==> config.mk <==
export PLATFORM = sky130hd
export DESIGN_NAME = ticket_lock_unit
export DESIGN_NICKNAME = d
export VERILOG_FILES = /design/src/rtl/tkl_pkg.sv /design/src/rtl/tkl_ctrl.sv /design/src/rtl/tkl_datapath.sv /design/src/rtl/ticket_lock_unit.sv
export SDC_FILE = /design/constraint.sdc
export NUM_CORES = 1
export LEC_CHECK = 0
export BUFFER_PORTS_ARGS = -buffer_cell sky130_fd_sc_hd__buf_2
export CORE_MARGIN = 1.5
export CORE_UTILIZATION = 60
export DETAILED_ROUTE_END_ITERATION = 10
export PLACE_DENSITY = 0.82
export SLEW_MARGIN = 10
export SYNTH_ARGS = -nofsm -noshare
export SYNTH_HDL_FRONTEND = slang
export SYNTH_SLANG_ARGS = --single-unit
==> constraint.sdc <==
create_clock -name clk -period 10.6 [get_ports clk]
set_input_delay 1.59 -clock clk [delete_from_list [all_inputs] [get_ports clk]]
set_output_delay 1.59 -clock clk [all_outputs]
set_load 0.03 [all_outputs]
==> src/rtl/tkl_pkg.sv <==
package tkl_pkg;
  localparam int REQS  = 4;
  localparam int LOCKS = 2;
  localparam int CNT_W = 8;
  localparam int SEL_W = (LOCKS > 1) ? $clog2(LOCKS) : 1;

  typedef logic [CNT_W-1:0] cnt_t;
  typedef logic [SEL_W-1:0] sel_t;

  // strobes from control to datapath for one cycle
  typedef struct packed {
    logic [REQS-1:0]             issue;      // requester draws a ticket
    logic [REQS-1:0][CNT_W-1:0]  rank;       // offset among same-lock arrivals
    logic [LOCKS-1:0][CNT_W-1:0] nextBump;   // tickets drawn per lock
    logic [LOCKS-1:0]            serveBump;  // valid release per lock
    logic [REQS-1:0]             drop;       // requester gives up its ticket
    logic [REQS-1:0]             relErr;     // release from a non-holder
  } strobe_t;
endpackage

==> src/rtl/tkl_ctrl.sv <==
module tkl_ctrl
  import tkl_pkg::*;
(
  input  logic                  clk,
  input  logic                  rstN,
  input  logic [REQS-1:0]       acqReq,
  input  logic [REQS-1:0]       relReq,
  input  sel_t [REQS-1:0]       lockSel,
  input  logic [REQS-1:0]       pending,
  input  logic [REQS-1:0]       granted,
  input  sel_t [REQS-1:0]       heldLock,
  output strobe_t               strb
);
  logic [LOCKS-1:0][REQS-1:0] dropOnLock;

  always_comb begin
    cnt_t k;
    strb = '0;
    dropOnLock = '0;
    for (int r = 0; r < REQS; r++) begin
      strb.issue[r]  = acqReq[r] & ~pending[r];
      strb.drop[r]   = relReq[r] & granted[r];
      strb.relErr[r] = relReq[r] & ~granted[r];
    end
    // fixed port priority among same-cycle arrivals to one lock
    for (int r = 0; r < REQS; r++) begin
      k = '0;
      for (int q = 0; q < r; q++) begin
        if (strb.issue[q] && lockSel[q] == lockSel[r]) k = k + cnt_t'(1);
      end
      strb.rank[r] = k;
    end
    for (int l = 0; l < LOCKS; l++) begin
      for (int r = 0; r < REQS; r++) begin
        if (strb.issue[r] && lockSel[r] == sel_t'(l))
          strb.nextBump[l] = strb.nextBump[l] + cnt_t'(1);
        if (strb.drop[r] && heldLock[r] == sel_t'(l)) begin
          dropOnLock[l][r]  = 1'b1;
          strb.serveBump[l] = 1'b1;
        end
      end
    end
  end

  generate
    for (genvar l = 0; l < LOCKS; l++) begin : g_relChk
      AST_ONE_RELEASE_PER_LOCK: assert property (@(posedge clk) disable iff (!rstN)
        $countones(dropOnLock[l]) <= 1);
    end
  endgenerate
endmodule

==> src/rtl/tkl_datapath.sv <==
module tkl_datapath
  import tkl_pkg::*;
(
  input  logic                  clk,
  input  logic                  rstN,
  input  strobe_t               strb,
  input  sel_t [REQS-1:0]       lockSel,
  output logic [REQS-1:0]       pending,
  output logic [REQS-1:0]       granted,
  output sel_t [REQS-1:0]       heldLock,
  output cnt_t [REQS-1:0]       ticketReg,
  output logic [REQS-1:0]       relError
);
  cnt_t [LOCKS-1:0] nextTicket;
  cnt_t [LOCKS-1:0] nowServing;
  logic [LOCKS-1:0][REQS-1:0] grantOnLock;

  always_ff @(posedge clk) begin
    if (!rstN) begin
      nextTicket <= '0;
      nowServing <= '0;
      pending    <= '0;
      heldLock   <= '0;
      ticketReg  <= '0;
      relError   <= '0;
    end else begin
      for (int l = 0; l < LOCKS; l++) begin
        nextTicket[l] <= nextTicket[l] + strb.nextBump[l];
        nowServing[l] <= nowServing[l] + cnt_t'(strb.serveBump[l]);
      end
      for (int r = 0; r < REQS; r++) begin
        if (strb.issue[r]) begin
          ticketReg[r] <= nextTicket[lockSel[r]] + strb.rank[r];
          heldLock[r]  <= lockSel[r];
          pending[r]   <= 1'b1;
        end else if (strb.drop[r]) begin
          pending[r]   <= 1'b0;
        end
      end
      relError <= strb.relErr;
    end
  end

  always_comb begin
    grantOnLock = '0;
    for (int r = 0; r < REQS; r++) begin
      granted[r] = pending[r] && (nowServing[heldLock[r]] == ticketReg[r]);
      for (int l = 0; l < LOCKS; l++)
        grantOnLock[l][r] = granted[r] && heldLock[r] == sel_t'(l);
    end
  end

  generate
    for (genvar l = 0; l < LOCKS; l++) begin : g_lockChk
      AST_GRANT_EXCLUSIVE: assert property (@(posedge clk) disable iff (!rstN)
        $onehot0(grantOnLock[l]));
      AST_SERVE_STEP: assert property (@(posedge clk) disable iff (!rstN)
        (nowServing[l] != $past(nowServing[l])) |->
          (nowServing[l] == $past(nowServing[l]) + cnt_t'(1)));
      AST_NO_OVERFLOW: assert property (@(posedge clk) disable iff (!rstN)
        cnt_t'(nextTicket[l] - nowServing[l]) <= cnt_t'(REQS));
    end
  endgenerate
endmodule

==> src/rtl/ticket_lock_unit.sv <==
module ticket_lock_unit
  import tkl_pkg::*;
(
  input  logic                    clk,
  input  logic                    rstN,
  input  logic [REQS-1:0]         acqReq,
  input  logic [REQS-1:0]         relReq,
  input  logic [REQS*SEL_W-1:0]   lockSel,
  output logic [REQS-1:0]         granted,
  output logic [REQS-1:0]         pending,
  output logic [REQS*CNT_W-1:0]   ticket,
  output logic [REQS-1:0]         relError
);
  sel_t [REQS-1:0] selArr;
  sel_t [REQS-1:0] heldLock;
  cnt_t [REQS-1:0] ticketReg;
  strobe_t         strb;

  assign selArr = lockSel;
  assign ticket = ticketReg;

  tkl_ctrl u_ctrl (
    .clk      (clk),
    .rstN     (rstN),
    .acqReq   (acqReq),
    .relReq   (relReq),
    .lockSel  (selArr),
    .pending  (pending),
    .granted  (granted),
    .heldLock (heldLock),
    .strb     (strb)
  );

  tkl_datapath u_dp (
    .clk       (clk),
    .rstN      (rstN),
    .strb      (strb),
    .lockSel   (selArr),
    .pending   (pending),
    .granted   (granted),
    .heldLock  (heldLock),
    .ticketReg (ticketReg),
    .relError  (relError)
  );

  generate
    for (genvar r = 0; r < REQS; r++) begin : g_portChk
      AST_ACQ_PENDING: assert property (@(posedge clk) disable iff (!rstN)
        (acqReq[r] && !pending[r]) |=> pending[r]);
      AST_RELEASE_FREES: assert property (@(posedge clk) disable iff (!rstN)
        (relReq[r] && granted[r]) |=> !pending[r]);
      AST_ERR_CAUSE: assert property (@(posedge clk) disable iff (!rstN)
        relError[r] |-> ($past(relReq[r]) && !$past(granted[r])));
    end
  endgenerate
endmodule

==> impl_metrics.tcl <==
set metrics [dict create \
    grt.overflow.total 0 \
    coreArea_sq_um 8175 \
    num_antenna_cells 0 \
    cp-end-kind "flip-flop" \
    io_pins 58 \
    top_layer_used "met4" \
    die_height_um 94.56 \
    cts.sinks 76 \
    place_congestion 0.9186 \
    ys.flop_type "dfxtp_1" \
    area_delta_synth_final_pct 10.10 \
    critical_path_class "input port to flip-flop" \
    clk_latency_ns 0.36 \
    worstSetupStartpointType "input port" \
    track_usage_pct 29.14 \
    first_iter_violations 187 \
    syn_avg_cell_area_sq_um 8.598 \
    dp_hpwl_um 9325 \
    drt-total-wl_um 12710 \
    ys_seq_area_share_pct 30.25 \
    cp_data_arrival_time_ns 4.77 \
    row_count 33 \
    crit_path_max_fanout 10 \
    start_util_pct 61.52 \
    worstReg2RegEnd "u_dp.nextTicket[12]" \
    setup_tns_ns 0 \
    fin_nets 668 \
    wire_per_inst_um 17.38 \
    num_vias 4305 \
    fp.dieW_um 94.56 \
    firstDrtPassIters 5 \
    peakVddDrop_uv 74.40 \
    cts_tree "done" \
    cts.htree.levels 3 \
    synth_edf_count 0 \
    finClkSkew_ns 0.01367 \
    worst_r2r_path_depth 12 \
    cts.reportedPaths.clkPinSlew_ns 0.08 \
    cts-root-buf "clkbuf_8" \
    layout_min_cycle_time_ns 4.566 \
    first_global_vias 4071 \
    ys_ff_latch 76 \
    setup_slack_ns 6.034 \
    die_area_sq_um 8942 \
    r2r_start "u_dp.pending[1]" \
    ant_nets 0 \
    drc 0 \
    ys.warnings.count 0 \
    powerDensity_nw_per_um2 153.7 \
    min_path_type "flip-flop to flip-flop" \
    cts_resized 0 \
    worst_slew_pin_slew_ns 1.007 \
    rsz0062_at_grt "false" \
    wl_met2_um 6300 \
    place_ws_ns 5.696 \
    hold_violations 0 \
    wl_met3_um 602 \
    drive_gt1_share_pct 16.13 \
    place.port_buffers 57 \
    leakage_nw 2.310 \
    postCtsSetupRepairBufs 0 \
    antenna_found_initial 0 \
    via_per_inst 5.889 \
    setup.worst_path.end "u_dp.nextTicket[12]" \
    run_status "complete, no violations" \
    drv_slew 0 \
    netlist_area_sq_um 5030 \
    postSynthCellCount 585 \
    reg2reg_slack_ns 7.04 \
    cts_buffers 9 \
    grt_max_degree 60 \
    cts_buffer_depth 2 \
    drt-met1-wl_um 5319 \
    setup_viol 0 \
    min_period_over_period_pct 43.07 \
    cp_data_required_time_ns 10.81 \
    grt_pass1_wl_um 19910 \
    slew_headroom_pct 32.76 \
    drv_cap 0 \
    ys_types 44 \
    clock.fmax_ghz 0.2190 \
    async_flop_share_pct 0 \
    crit_start "acqReq[1]" \
    hold_buffers 0 \
]
==> registers in the layout, summed over array words and instances, names as in the netlist <==
register and cells:
u_dp.heldLock 4, u_dp.nextTicket 16, u_dp.nowServing 16, u_dp.pending 4, u_dp.relError 4, u_dp.ticketReg 32
==> cells by family (layout without fill, tap and decap cells) <==
kind of cell / after synthesis / in the layout / share of synthesized area, %
flip-flops: 76 / 76 / 30.25
other: 1 / 2 / 0.07456
XOR/XNOR: 74 / 74 / 12.89
adder cells (fa/ha/maj): 33 / 33 / 8.806
buffers and inverters: 54 / 94 / 4.851
multiplexers: 67 / 67 / 13.76
AND/OR/NAND/NOR: 202 / 202 / 20.22
AO/OA/AOI/OAI: 78 / 78 / 9.154
==> cell type report <==
| cell class | instances | area (sq um) |
|---|---|---|
| Clock buffer | 10 | 137.6 |
| Clock inverter | 6 | 111.4 |
| Fill cell | 645 | 2638 |
| Inverter | 20 | 75.07 |
| Multi-Input combinational cell | 456 | 3268 |
| Sequential cell | 76 | 1521 |
| Tap cell | 105 | 131.4 |
| Timing Repair Buffer | 58 | 292.8 |
==> cells in the final DEF, fill, tap and decap left out, types with 9 or more instances in the layout <==
cell      Yosys  final
nand3_1      15     15
buf_2         9     57
clkbuf_8      0     10
a21oi_1      37     37
a211oi_1     10     10
xor2_1       27     27
dfxtp_1      76     76
xnor2_1      47     47
nand2_1      65     65
ha_1         29     29
o21ai_0      18     18
inv_1        19     19
nor2_1       50     50
and2_1        9      9
nand4_1      11     11
mux2i_1      50     50
mux2_2       17     17
==> worst min path at each step <==
stage                                  start                 end  slack (ns)  cells past startpoint
after floorplan           u_dp.nextTicket[7]  u_dp.nextTicket[7]        0.49                      2
after global placement    u_dp.ticketReg[26]  u_dp.ticketReg[26]        0.47                      2
after detailed placement  u_dp.ticketReg[28]  u_dp.ticketReg[28]        0.48                      2
after CTS                 u_dp.ticketReg[28]  u_dp.ticketReg[28]        0.49                      2
after global routing      u_dp.ticketReg[28]  u_dp.ticketReg[28]        0.51                      2
final                     u_dp.ticketReg[28]  u_dp.ticketReg[28]        0.49                      2
==> per-layer routing <==
layer	up-vias	track usage, %
met2	134	49.76
met5	-	0
met1	2054	33.86
met3	43	7.085
met4	0	14.68
li1	2074	-
==> per-stage QoR <==
stage	area [sq um]	instances	hold slack (ns)	power, mW	util [%]
5_1_grt	5538	731	0.5127	0.8909	67.74
3_5_place_dp	5289	715	0.4775	0.5750	64.69
6_report	5538	731	0.4906	0.8510	67.74
4_1_cts	5538	731	0.4891	0.8496	67.74
3_3_place_gp	5289	715	0.4670	0.5657	64.69
2_1_floorplan	5034	586	0.4917	0.5178	-
==> worst max-delay path: stages <==
cell and delay, ns:
buf_2 0.11, nor2b_1 0.54, nand2_1 0.22, inv_1 0.10, ha_1 0.24, xnor2_1 0.26, ha_1 0.27, mux2_2 0.29
fa_1 0.46, a21o_1 0.19, a21oi_1 0.25, xor2_1 0.19, nor2_1 0.05
==> power by group <==
part	switching, mW	internal [mW]
clock network	0.114	0.163
registers	0.0355	0.309
logic	0.139	0.0915
total	0.288	0.563
==> cell usage after synthesis (3+ instances only) <==
master	count	area share, %
o2111ai_1	3	0.52
xnor2_1	47	8.2
a21oi_1	37	3.7
nand2_1	65	4.9
nand2b_1	8	1.0
or3_1	4	0.50
buf_6	4	0.90
clkbuf_1	19	1.4
xor2_1	27	4.7
a21o_1	4	0.60
buf_2	9	0.90
nor2b_1	8	1.0
nor4_1	5	0.62
dfxtp_1	76	30
fa_1	4	1.6
nand4_1	11	1.4
nand3_1	15	1.5
nand3b_1	3	0.45
ha_1	29	7.2
a211oi_1	10	1.5
mux2i_1	50	10
nor2_1	50	3.7
mux2_2	17	3.8
and3_1	6	0.75
and2_1	9	1.1
nor3_1	4	0.40
inv_1	19	1.4
o21ai_0	18	1.8
(Power assumes the default switching activity.)
